File: src/rtl/hb_ring_pkg.sv
// Shared definitions for the half-buffer token ring: stage-pick policy and
// ring index helpers. Assumes ring lengths of at least one stage.
package hb_ring_pkg;

    // Policy used to choose which enabled stage fires in a cycle.
    typedef enum logic [0:0] {
        PICK_ROUND_ROBIN   = 1'b0,
        PICK_PSEUDO_RANDOM = 1'b1
    } pick_mode_e;

    // Index of the stage feeding stage idx in a ring of len stages.
    function automatic int ring_prev(input int idx, input int len);
        return (idx == 0) ? len - 1 : idx - 1;
    endfunction

    // Index of the stage fed by stage idx in a ring of len stages.
    function automatic int ring_next(input int idx, input int len);
        return (idx == len - 1) ? 0 : idx + 1;
    endfunction

endpackage

File: src/rtl/hb_ring_stage.sv
// One half-buffer stage. It holds a spacer (full = 0) or a W-bit token
// (full = 1), so a 1-bit lane has the three states null / zero / one.
// It is enabled when its predecessor differs from it and its successor
// matches it. On fire it copies the predecessor. Assumes fire is only
// given to an enabled stage.
module hb_ring_stage #(
    parameter int W = 8
) (
    input  logic         clk,
    input  logic         rst_n,
    input  logic         init_full,
    input  logic [W-1:0] init_data,
    input  logic         pred_full,
    input  logic [W-1:0] pred_data,
    input  logic         succ_full,
    input  logic [W-1:0] succ_data,
    input  logic         fire,
    output logic         enabled,
    output logic         full,
    output logic [W-1:0] data
);

    // Firing condition: new wave upstream, and downstream has absorbed ours.
    always_comb begin
        enabled = (pred_full != full) && (succ_full == full);
    end

    // Stage state: reset layout, otherwise copy predecessor when fired.
    always_ff @(posedge clk) begin
        if (!rst_n) begin
            full <= init_full;
            data <= init_full ? init_data : '0;
        end else if (fire) begin
            full <= pred_full;
            data <= pred_full ? pred_data : '0;
        end
    end


    hold_chk: assert property (@(posedge clk) disable iff (!rst_n)
        !fire |=> ($stable(full) && $stable(data)));


    flip_chk: assert property (@(posedge clk) disable iff (!rst_n)
        fire |=> (full != $past(full)));


    sep_chk: assert property (@(posedge clk) disable iff (!rst_n)
        (full && succ_full) |-> (data == succ_data));

endmodule

File: src/rtl/hb_ring_picker.sv
// Chooses at most one enabled stage per cycle. The search starts at a
// start index and walks forward around the ring. The start index is a
// rotating pointer (round-robin) or an LFSR sample (pseudo-random),
// chosen by MODE. Both advance only when a stage actually fires.
module hb_ring_picker
    import hb_ring_pkg::*;
#(
    parameter int         S    = 8,
    parameter pick_mode_e MODE = PICK_ROUND_ROBIN
) (
    input  logic         clk,
    input  logic         rst_n,
    input  logic [S-1:0] enabled,
    input  logic         advance,
    output logic [S-1:0] grant
);

    localparam int IW = (S > 1) ? $clog2(S) : 1;

    logic [IW-1:0] start_idx;

    // First enabled stage at or after start_idx, wrapping around the ring.
    always_comb begin
        logic found;
        found = 1'b0;
        grant = '0;
        for (int k = 0; k < S; k++) begin
            int          cand;
            logic [IW-1:0] cidx;
            cand = int'(start_idx) + k;
            if (cand >= S) cand = cand - S;
            cidx = IW'(cand);
            if (!found && enabled[cidx]) begin
                found       = 1'b1;
                grant[cidx] = 1'b1;
            end
        end
    end

    generate
        if (MODE == PICK_ROUND_ROBIN) begin : g_rr
            logic [IW-1:0] ptr_q;
            logic [IW-1:0] ptr_nxt;

            // Next pointer: the stage just after the granted one.
            always_comb begin
                ptr_nxt = ptr_q;
                for (int i = 0; i < S; i++) begin
                    if (grant[i]) ptr_nxt = (i == S - 1) ? '0 : IW'(i + 1);
                end
            end

            // Rotating priority pointer, moved on each fire.
            always_ff @(posedge clk) begin
                if (!rst_n)       ptr_q <= '0;
                else if (advance) ptr_q <= ptr_nxt;
            end

            assign start_idx = ptr_q;
        end else begin : g_lfsr
            logic [15:0] lfsr_q;

            // Galois LFSR stepping once per fire.
            always_ff @(posedge clk) begin
                if (!rst_n)       lfsr_q <= 16'hACE1;
                else if (advance) lfsr_q <= {1'b0, lfsr_q[15:1]} ^ (lfsr_q[0] ? 16'hB400 : 16'h0000);
            end

            assign start_idx = IW'(lfsr_q % 16'(S));
        end
    endgenerate


    grant_ok_chk: assert property (@(posedge clk) disable iff (!rst_n)
        ((grant & ~enabled) == '0));


    work_chk: assert property (@(posedge clk) disable iff (!rst_n)
        (|enabled) |-> (|grant));

endmodule

File: src/rtl/hb_ring_watch.sv
// Ring health monitor. It captures, at reset, whether the token layout
// breaks the bounds: fewer than 3 stages, no token, more than S/2-1
// tokens, or adjacent tokens. It also counts consecutive cycles with no
// enabled stage and flags a deadlock at idle_limit. Assumes
// idle_limit >= 1 and held steady.
module hb_ring_watch #(
    parameter int           S          = 8,
    parameter logic [S-1:0] TOKEN_MASK = '0,
    parameter int           CW         = 16
) (
    input  logic          clk,
    input  logic          rst_n,
    input  logic          any_enabled,
    input  logic [CW-1:0] idle_limit,
    output logic          deadlock,
    output logic          cfg_bad
);

    // Layout legality, evaluated at elaboration.
    function automatic logic layout_illegal();
        logic [S-1:0] rot;
        int           tokens;
        rot    = {TOKEN_MASK[0], TOKEN_MASK[S-1:1]};
        tokens = $countones(TOKEN_MASK);
        return (S < 3) || (tokens == 0) || (tokens > S / 2 - 1) || (|(TOKEN_MASK & rot));
    endfunction

    localparam logic LAYOUT_BAD = layout_illegal();

    logic [CW-1:0] idle_cnt;
    logic          cfg_bad_q;

    // Consecutive no-enable cycle counter, saturating.
    always_ff @(posedge clk) begin
        if (!rst_n)                 idle_cnt <= '0;
        else if (any_enabled)       idle_cnt <= '0;
        else if (idle_cnt != '1)    idle_cnt <= idle_cnt + 1'b1;
    end

    // Configuration verdict captured while reset is held.
    always_ff @(posedge clk) begin
        if (!rst_n) cfg_bad_q <= LAYOUT_BAD;
    end

    assign deadlock = (idle_cnt >= idle_limit);
    assign cfg_bad  = cfg_bad_q;


    live_clr_chk: assert property (@(posedge clk) disable iff (!rst_n)
        (any_enabled && idle_limit != '0) |=> !deadlock);


    cfg_hold_chk: assert property (@(posedge clk) disable iff (!rst_n)
        rst_n |=> $stable(cfg_bad));

endmodule

File: src/rtl/hb_token_ring.sv
// Closed ring of S half-buffer stages circulating tokens toward rising
// index (S-1 wraps to 0). The initial layout comes from TOKEN_MASK, with
// values taken from INIT_VALS in ascending stage order. One enabled
// stage fires per unstalled cycle. OBS_STAGE is brought out as an
// observation port. Assumes OBS_STAGE < S.
module hb_token_ring
    import hb_ring_pkg::*;
#(
    parameter int           S          = 8,
    parameter int           W          = 8,
    parameter logic [S-1:0] TOKEN_MASK = 8'b0010_0101,
    parameter logic [S*W-1:0] INIT_VALS = '0,
    parameter int           OBS_STAGE  = 0,
    parameter pick_mode_e   PICK_MODE  = PICK_ROUND_ROBIN,
    parameter int           CW         = 16
) (
    input  logic           clk,
    input  logic           rst_n,
    input  logic           stall,
    input  logic [CW-1:0]  idle_limit,
    output logic [S-1:0]   stage_full,
    output logic [S*W-1:0] stage_data,
    output logic [S-1:0]   fire_vec,
    output logic           obs_take,
    output logic [W-1:0]   obs_data,
    output logic           deadlock,
    output logic           cfg_bad
);

    localparam int OBS_PREV = ring_prev(OBS_STAGE, S);

    // Spread the register list over the masked stages, lowest stage first.
    function automatic logic [S*W-1:0] spread_init();
        logic [S*W-1:0] r;
        int             n;
        r = '0;
        n = 0;
        for (int i = 0; i < S; i++) begin
            if (TOKEN_MASK[i]) begin
                r[i*W +: W] = INIT_VALS[n*W +: W];
                n++;
            end
        end
        return r;
    endfunction

    localparam logic [S*W-1:0] STAGE_INIT = spread_init();

    logic [S-1:0] en_vec;
    logic [S-1:0] grant;
    logic [S-1:0] rise_vec;

    generate
        for (genvar g = 0; g < S; g++) begin : g_stage
            localparam int PV = ring_prev(g, S);
            localparam int NX = ring_next(g, S);

            hb_ring_stage #(.W(W)) u_stage (
                .clk       (clk),
                .rst_n     (rst_n),
                .init_full (TOKEN_MASK[g]),
                .init_data (STAGE_INIT[g*W +: W]),
                .pred_full (stage_full[PV]),
                .pred_data (stage_data[PV*W +: W]),
                .succ_full (stage_full[NX]),
                .succ_data (stage_data[NX*W +: W]),
                .fire      (fire_vec[g]),
                .enabled   (en_vec[g]),
                .full      (stage_full[g]),
                .data      (stage_data[g*W +: W])
            );
        end
    endgenerate

    hb_ring_picker #(.S(S), .MODE(PICK_MODE)) u_picker (
        .clk     (clk),
        .rst_n   (rst_n),
        .enabled (en_vec),
        .advance (|fire_vec),
        .grant   (grant)
    );

    hb_ring_watch #(.S(S), .TOKEN_MASK(TOKEN_MASK), .CW(CW)) u_watch (
        .clk         (clk),
        .rst_n       (rst_n),
        .any_enabled (|en_vec),
        .idle_limit  (idle_limit),
        .deadlock    (deadlock),
        .cfg_bad     (cfg_bad)
    );

    // Gate the pick with stall and derive the observation view.
    always_comb begin
        fire_vec = grant & {S{~stall}};
        obs_take = fire_vec[OBS_STAGE] & ~stage_full[OBS_STAGE];
        obs_data = stage_data[OBS_PREV*W +: W];
        rise_vec = stage_full & ~{stage_full[S-2:0], stage_full[S-1]};
    end


    one_fire_chk: assert property (@(posedge clk) disable iff (!rst_n)
        $onehot0(fire_vec));


    stall_chk: assert property (@(posedge clk) disable iff (!rst_n)
        stall |=> ($stable(stage_full) && $stable(stage_data)));


    safe_chk: assert property (@(posedge clk) disable iff (!rst_n)
        rst_n |=> ($countones(rise_vec) == $past($countones(rise_vec))));


    obs_chk: assert property (@(posedge clk) disable iff (!rst_n)
        obs_take |=> (stage_full[OBS_STAGE] && stage_data[OBS_STAGE*W +: W] == $past(obs_data)));

endmodule

File: config.mk
export PLATFORM = sky130hd
export DESIGN_NAME = hb_token_ring
export DESIGN_NICKNAME = d
export VERILOG_FILES = /design/src/rtl/hb_ring_pkg.sv /design/src/rtl/hb_ring_stage.sv /design/src/rtl/hb_ring_picker.sv /design/src/rtl/hb_ring_watch.sv /design/src/rtl/hb_token_ring.sv
export SDC_FILE = /design/constraint.sdc
export NUM_CORES = 1
export LEC_CHECK = 0
export ABC_CLOCK_PERIOD_IN_PS = 4550
export BUFFER_PORTS_ARGS = -buffer_cell sky130_fd_sc_hd__buf_2
export CAP_MARGIN = 20
export CORE_ASPECT_RATIO = 0.6
export CORE_MARGIN = 5
export CORE_UTILIZATION = 38
export CTS_CLUSTER_DIAMETER = 50
export DETAILED_ROUTE_END_ITERATION = 8
export PLACE_DENSITY = 0.62
export REMOVE_ABC_BUFFERS = 1
export SLEW_MARGIN = 5
export SYNTH_ARGS = -nofsm -noshare
export SYNTH_HDL_FRONTEND = slang
export SYNTH_HIERARCHICAL = 1
export SYNTH_SLANG_ARGS = --single-unit
File: constraint.sdc
create_clock -name clk -period 4.55 [get_ports clk]
set_clock_uncertainty 0.05 [all_clocks]
set_input_delay 0.2275 -clock clk [delete_from_list [all_inputs] [get_ports clk]]
set_output_delay 0.2275 -clock clk [all_outputs]
set_load 0.005 [all_outputs]
; ---- Yosys cells after proc, flatten, opt, wreduce, memory -nomap -nowiden
; Index checks and enable logic that the tools add are counted.
[word_totals]
ff_bits = 91
out_inout_bits = 91
[classes]
add_sub_neg = 16
n_lt_le_gt_ge = 25
n_eq_ne = 17
mux = 71
bitwise_logic = 12
reduce_logical = 34
[ops]
columns = op, n
row1 = 8-bit 2-to-1 mux, 16
row2 = 8-bit OR, 7
row3 = 3-bit 2-to-1 mux, 16
row4 = "3-bit by 4-bit < comparator with 1-bit output, second input constant", 8
row5 = "4-bit greater-or-equal comparator, second input constant", 7
row6 = 1-bit binary-select mux with 3-bit select, 8
row7 = 1-bit demux with 3-bit select, 8
row8 = "3-bit by 1-bit greater-or-equal comparator with 1-bit output, second input constant", 8
row9 = "3-bit by 1-bit subtractor with 3-bit output, second input constant", 8
row10 = 1-bit logical AND, 23
row11 = 1-bit 2-to-1 mux, 23
row12 = "16-bit by 1-bit adder with 16-bit output, second input constant", 1
row13 = "3-bit by 3-bit adder with 4-bit output, second input constant", 4
row14 = 16-bit greater-or-equal comparator, 1
row15 = "16-bit inequality test, second input constant", 1
row16 = 9-bit OR reduction, 1
row17 = "3-bit by 2-bit adder with 4-bit output, second input constant", 2
row18 = 8-bit AND, 1
row19 = 1-bit == test, 8
row20 = 1-bit inequality test, 8
row21 = 8-bit nonzero test, 1
row22 = 8-bit OR reduction, 1
row23 = 1-bit logical NOT, 7
row24 = "3-bit by 1-bit adder with 4-bit output, second input constant", 1
row25 = other kinds (4), 6

; ---- Logic depth before layout (Yosys ltp)
[depth]
word_depth = 34
ltp_mapped = 19
mapped_depth_nobuf = 13

; ---- Hierarchy
; Netlist, hierarchy kept.
[modules_own_cells]
columns = mod, instances, cells_each, area_each_um2
row1 = hb_ring_stage, 8, 28, 402.9
row2 = hb_ring_picker, 1, 185, 1462.7
row3 = hb_ring_watch, 1, 157, 1272.5
row4 = hb_token_ring, 1, 25, 185.2

; ---- Least setup slack after synthesis
; Ideal clock, no wire load.
[synth_path]
kind = register to register
from = register u_picker.g_rr.ptr_q[0]
to = register u_picker.g_rr.ptr_q[2]
setup_ps = 70
arrival_time_ps = 3919
slack_ps = 511
stages_incl_launch_ff = 18
n_path_buf = 4
synth_period_minus_slack_ps = 4039
cell_sequence = dfxtp_1 -> buf_6 -> buf_6 -> inv_2 -> ha_1 -> buf_2 -> buf_6 -> mux4_2 -> mux2i_1 -> nand4b_1 -> or3_1 -> and3_1 -> nor2_1 -> nor4_1 -> a21oi_1 -> inv_1 -> or4_1 -> a21boi_1
[synth_between]
word_cells_on_any_way = 134
[synth_rtl]
columns = item, line
row1 = from (decl), hb_ring_picker.sv:42  ; logic [IW-1:0] ptr_q;
row2 = from (signal assigned), hb_ring_picker.sv:56  ; else if (advance) ptr_q <= ptr_nxt;
row3 = "parallel branches: the longest is 25 deep, another holds 3-bit by 1-bit adder with 4-bit output", n/a
row4 = 8-bit 2-to-1 mux (*), hb_ring_picker.sv:33  ; if (!found && enabled[cidx]) begin
row5 = named net grant[3], hb_token_ring.sv:50  ; logic [S-1:0] grant;
row6 = 3-bit 2-to-1 mux (5 in a row), hb_ring_picker.sv:49  ; if (grant[i]) ptr_nxt = (i == S - 1) ? '0 : IW'(i + 1);
; Mark *: on every way through the listed nets, which the timed path passes. The select of a mux whose other input is x is not followed.
; A chain may end at the register's enable or synchronous reset.

; ---- Final worst setup path
[layout_path]
from = register g_stage[0].u_stage.full
to = register u_picker.g_rr.ptr_q[2]
[layout_between]
word_cells_on_any_way = 70
[layout_rtl]
columns = item, line
row1 = from (decl), hb_ring_stage.sv:19  ; output logic full,
row2 = from (signal assigned), hb_ring_stage.sv:31  ; full <= init_full;
row3 = from (signal assigned), hb_ring_stage.sv:34  ; full <= pred_full;
row4 = 1-bit inequality test (*), hb_ring_stage.sv:25  ; enabled = (pred_full != full) && (succ_full == full);
row5 = 1-bit logical AND (*), hb_ring_stage.sv:25
row6 = named net en_vec[1], hb_token_ring.sv:49  ; logic [S-1:0] en_vec;
row7 = 1-bit binary-select mux with 3-bit select, hb_ring_picker.sv:33
row8 = 1-bit 2-to-1 mux (not written as such), hb_ring_picker.sv:33
row9 = 1-bit 2-to-1 mux, hb_ring_picker.sv:33
row10 = 1-bit logical NOT, hb_ring_picker.sv:33
row11 = 1-bit logical AND, hb_ring_picker.sv:33
row12 = [15 not listed], n/a
row13 = 1-bit 2-to-1 mux, hb_ring_picker.sv:33
row14 = 1-bit logical NOT, hb_ring_picker.sv:33
row15 = 1-bit logical AND, hb_ring_picker.sv:33
row16 = 8-bit 2-to-1 mux (*), hb_ring_picker.sv:33
row17 = named net grant[5], hb_token_ring.sv:50
row18 = 8-bit AND / 3-bit 2-to-1 mux (equally long branches), "hb_token_ring.sv:94, hb_ring_picker.sv:49"
row19 = 8-bit OR reduction / 3-bit 2-to-1 mux (equally long branches), "hb_token_ring.sv:79, hb_ring_picker.sv:49"
row20 = 2-bit AND reduction (no line) / 3-bit 2-to-1 mux (equally long branches), n/a
; The timed path passes the listed nets; every way through them passes the cells marked *. The select of a mux whose other input is x is not followed.

==> metrics.md <==
| Metric | Value |
|---|---|
| Async SR Flop Fraction | `0%` |
| Critical Path AT | `between 4000 and 5000 ps` |
| Post-synth top area share | `35.19%` |
| Final instance area | `0.007467 sq mm` |
| Placed Cells incl. Taps | `955` |
| Sequential area share after synthesis | `around two fifths` |
| CTS tree | `built` |
| Pleak | `3.186 nW` |
| I/O pins | `110` |
| Reg-to-Reg End | `u_picker/g_rr.ptr_q[2]` |
| Post-synth EDFFs | `a little over 70` |
| Mapped Cells | `about 600` |
| I/O Buffers | `about 110` |
| Net Sw Power | `0.001411 W` |
| Critical Path End Type | `register` |
| Ys Warns | `6` |
| Gpl congestion | `0.9777` |
| R2r setup slk | `220 ps` |
| Slew Viols, Final | `0` |
| Status | `completed` |
| Layout Nets | `810` |
| Antenna diodes | `0` |
| Hold_sp | `stall` |
| Highest Clock Rate | `between 0.2 and 0.25 GHz` |
| Req. time, crit path | `4770 ps` |
| Routed Antenna Nets | `0` |
| DRT Wirelength | `18830 um` |
| Gr usage total | `19.90%` |
| Setup TNS | `0 ps` |
| Number of max-cap violations | `0` |
| Worst-path maximum fanout | `15` |
| Drt wl/cell | `19.18 um` |
| Clock power frac | `22.4%` |
| Hpwl dp | `14660 um` |
| Worst Max-Slew Pin Slew | `1067 ps` |
| Chip Height | `approximately 110 um` |
| Final Util | `46.57%` |
| Place WS | `~190 ps` |
| CORE AREA | `0.01604 sq mm` |
| Root Buffer | `clkbuf_16` |
| Internal power | `around 0.0022 W` |
| Synth area leaders | `edfxtp_1 (35%), a22o_1 (8.0%), dfxtp_1 (6.2%)` |
| Pwr Density | `slightly below 500 mW/mm^2` |
| Cell Area, Synth | `~0.0061 sq mm` |
| Crit path launch | `g_stage[0].u_stage/full` |
| Vias in the first global route | `roughly 5000` |
| DRT Pass-1 Iters | `7` |
| WHS Endpoint | `u_picker/g_rr.ptr_q[0]` |
| Placement Rows | `36` |
| Largest net degree at the start of global routing | `47` |
| First-pass GRT wire length | `~29000 um` |
| Worst r2r path cells | `14` |
| #FFs+latches synth | `91` |
| Max VDD drop | `0.1976 mV` |
| Slack of the critical path | `222.5 ps` |
| Die ar. | `0.01889 sq mm` |
| WHS Path Cells | `4` |
| Chip width | `between 150 and 200 um` |
| Total CTS buffers | `9` |
| Worst-skew pair later-pin latency | `340 ps` |
| Via/cell ratio | `approximately 5.5` |
| Distinct cells, synth | `76` |
| Combinational power share | `44.0%` |
| Synth-to-layout area growth | `21.55%` |
| DR iter-0 viols | `roughly 730` |
| Total grt overflow | `0` |
| CTS clk-pin slew, worst paths | `~70 ps` |
| Synth area leader | `edfxtp_1` |
| Most frequent cells in the layout | `buf_2 (108), conb_1 (81), edfxtp_1 (72)` |
| CTS Sinks | `91` |
| # setup viols final | `0` |
| Initial antenna violation count | `0` |
| R2r startpoint | `g_stage[0].u_stage/full` |
| Final hold violations | `0` |
| Post-DP Area | `0.007025 sq mm` |
| Tcrit/Tclk final | `95.11%` |
| Crit start category | `register` |
| WS Path Type | `register to register` |
| H-tree depth | `3` |
| Top_reg_cell synth | `edfxtp_1` |
| Fin crit period | `4327 ps` |
| Share of layout cells above drive strength 1 | `roughly 25%` |
| Starting Density | `38.31%` |
| Relative slew slack | `28.72%` |
| Hold/Removal Path Class | `input port to register` |
| Max clock buf depth | `2` |
| Syn_area_per_cell | `approximately 10 sq um` |
| Sw frac | `38.73%` |
| Most common cell after layout, fill and taps aside | `buf_2` |
| Hold buffers post-CTS | `0` |
| Final std cells w/o fill | `982` |
| Via Count | `5405` |
| DRC violations left | `0` |
| Flop pwr share | `about a third` |
registers in the layout, indices dropped and copies added (netlist names):
register	cells
g_stage.u_stage/data	64
g_stage.u_stage/full	8
u_picker/g_rr.ptr_q	3
u_watch/idle_cnt	16
synthesized netlist by cell type, types with 4 or more instances:
cell type	number
a211oi_1	4
a21o_1	4
a21oi_1	16
a22o_1	56
and2_1	9
and2b_2	7
and3_1	7
buf_4	10
buf_6	12
clkbuf_1	9
clkbuf_2	8
dfxtp_1	19
edfxtp_1	72
ha_1	23
inv_1	26
mux2i_1	11
mux4_2	12
nand2_1	54
nand2b_1	23
nand3_1	27
nand4_1	7
nor2_1	18
nor2b_1	9
nor3_1	12
nor4_1	10
o21ai_0	20
o22ai_1	13
o31ai_1	7
o32ai_1	4
or2_1	8
or3_1	5
xnor2_1	4
repair_timing:
action                     CTS  global route
setup endpoints to repair    0            24
setup buffers                0            11
gates resized for setup      0             6
final cells by class:
type / count / area (sq um)
fillers: 1536 / 8568
multi-input cells: 508 / 3523
flip-flops and latches: 91 / 2542
repair buffers: 131 / 713.2
well taps: 209 / 261.5
clock buffers: 10 / 229.0
inverters: 27 / 101.3
clock inverters: 6 / 96.34
worst max-delay path: stages, from the launching register on:
cell and delay (ps):
edfxtp_1 520, nand2b_1 130, o22ai_1 210, mux2_1 400
mux4_2 470, buf_4 210, or3b_1 480, nor3b_1 290
nor4_1 100, nor2_1 290, nor4_1 100, a21oi_1 230
inv_1 110, or4_1 520, a21boi_1 140
kinds of logic after synthesis:
group                    count (synthesis)  synth area share, %
flip-flops                              91                41.38
AO/OA/AOI/OAI                          151                18.57
buffers and inverters                   70                6.578
AND/OR/NAND/NOR                        217                20.04
adder cells (fa/ha/maj)                 23                4.684
multiplexers                            31                7.841
other                                    3               0.1833
XOR/XNOR                                 5               0.7128
worst max path at each step:
stage / to / slack (ps) / cells past startpoint
final: u_picker/g_rr.ptr_q[2] / 220 / 14
after global routing: u_picker/g_rr.ptr_q[2] / -20 / 13
after CTS: obs_take / 140 / 11
after detailed placement: u_picker/g_rr.ptr_q[1] / 190 / 14
after global placement: u_picker/g_rr.ptr_q[0] / 180 / 15
after floorplan: u_picker/g_rr.ptr_q[2] / -580 / 11
layer usage:
metal | routed length [um] | part of all wire [%] | up-vias | global-route usage, %
met4 | 241 | 1.3 | 0 | 3.557
li1 | - | - | 2532 | -
met3 | 1873 | 9.9 | 31 | 5.590
met2 | 7493 | 40 | 285 | 27.19
met1 | 9224 | 49 | 2557 | 31.14
met5 | 0 | 0 | - | 0
per-stage QoR:
step	hold WS, ps	power, W
floorplan	315.9	0.002129
global placement	463.0	0.002727
detailed placement	477.5	0.002728
CTS	276.2	0.003557
global route	333.8	0.003859
finish	318.3	0.003644
power groups by stage:
stage,Combinational [W],Sequential (W),Clock [W]
detailed placement,0.00149,0.00124,0
finish,0.00160,0.00122,0.000816
global route,0.00174,0.00124,0.000874
CTS,0.00149,0.00123,0.000835
global placement,0.00149,0.00124,0
floorplan,0.000903,0.00123,0
No activity file was read; power rests on OpenSTA's default activity.
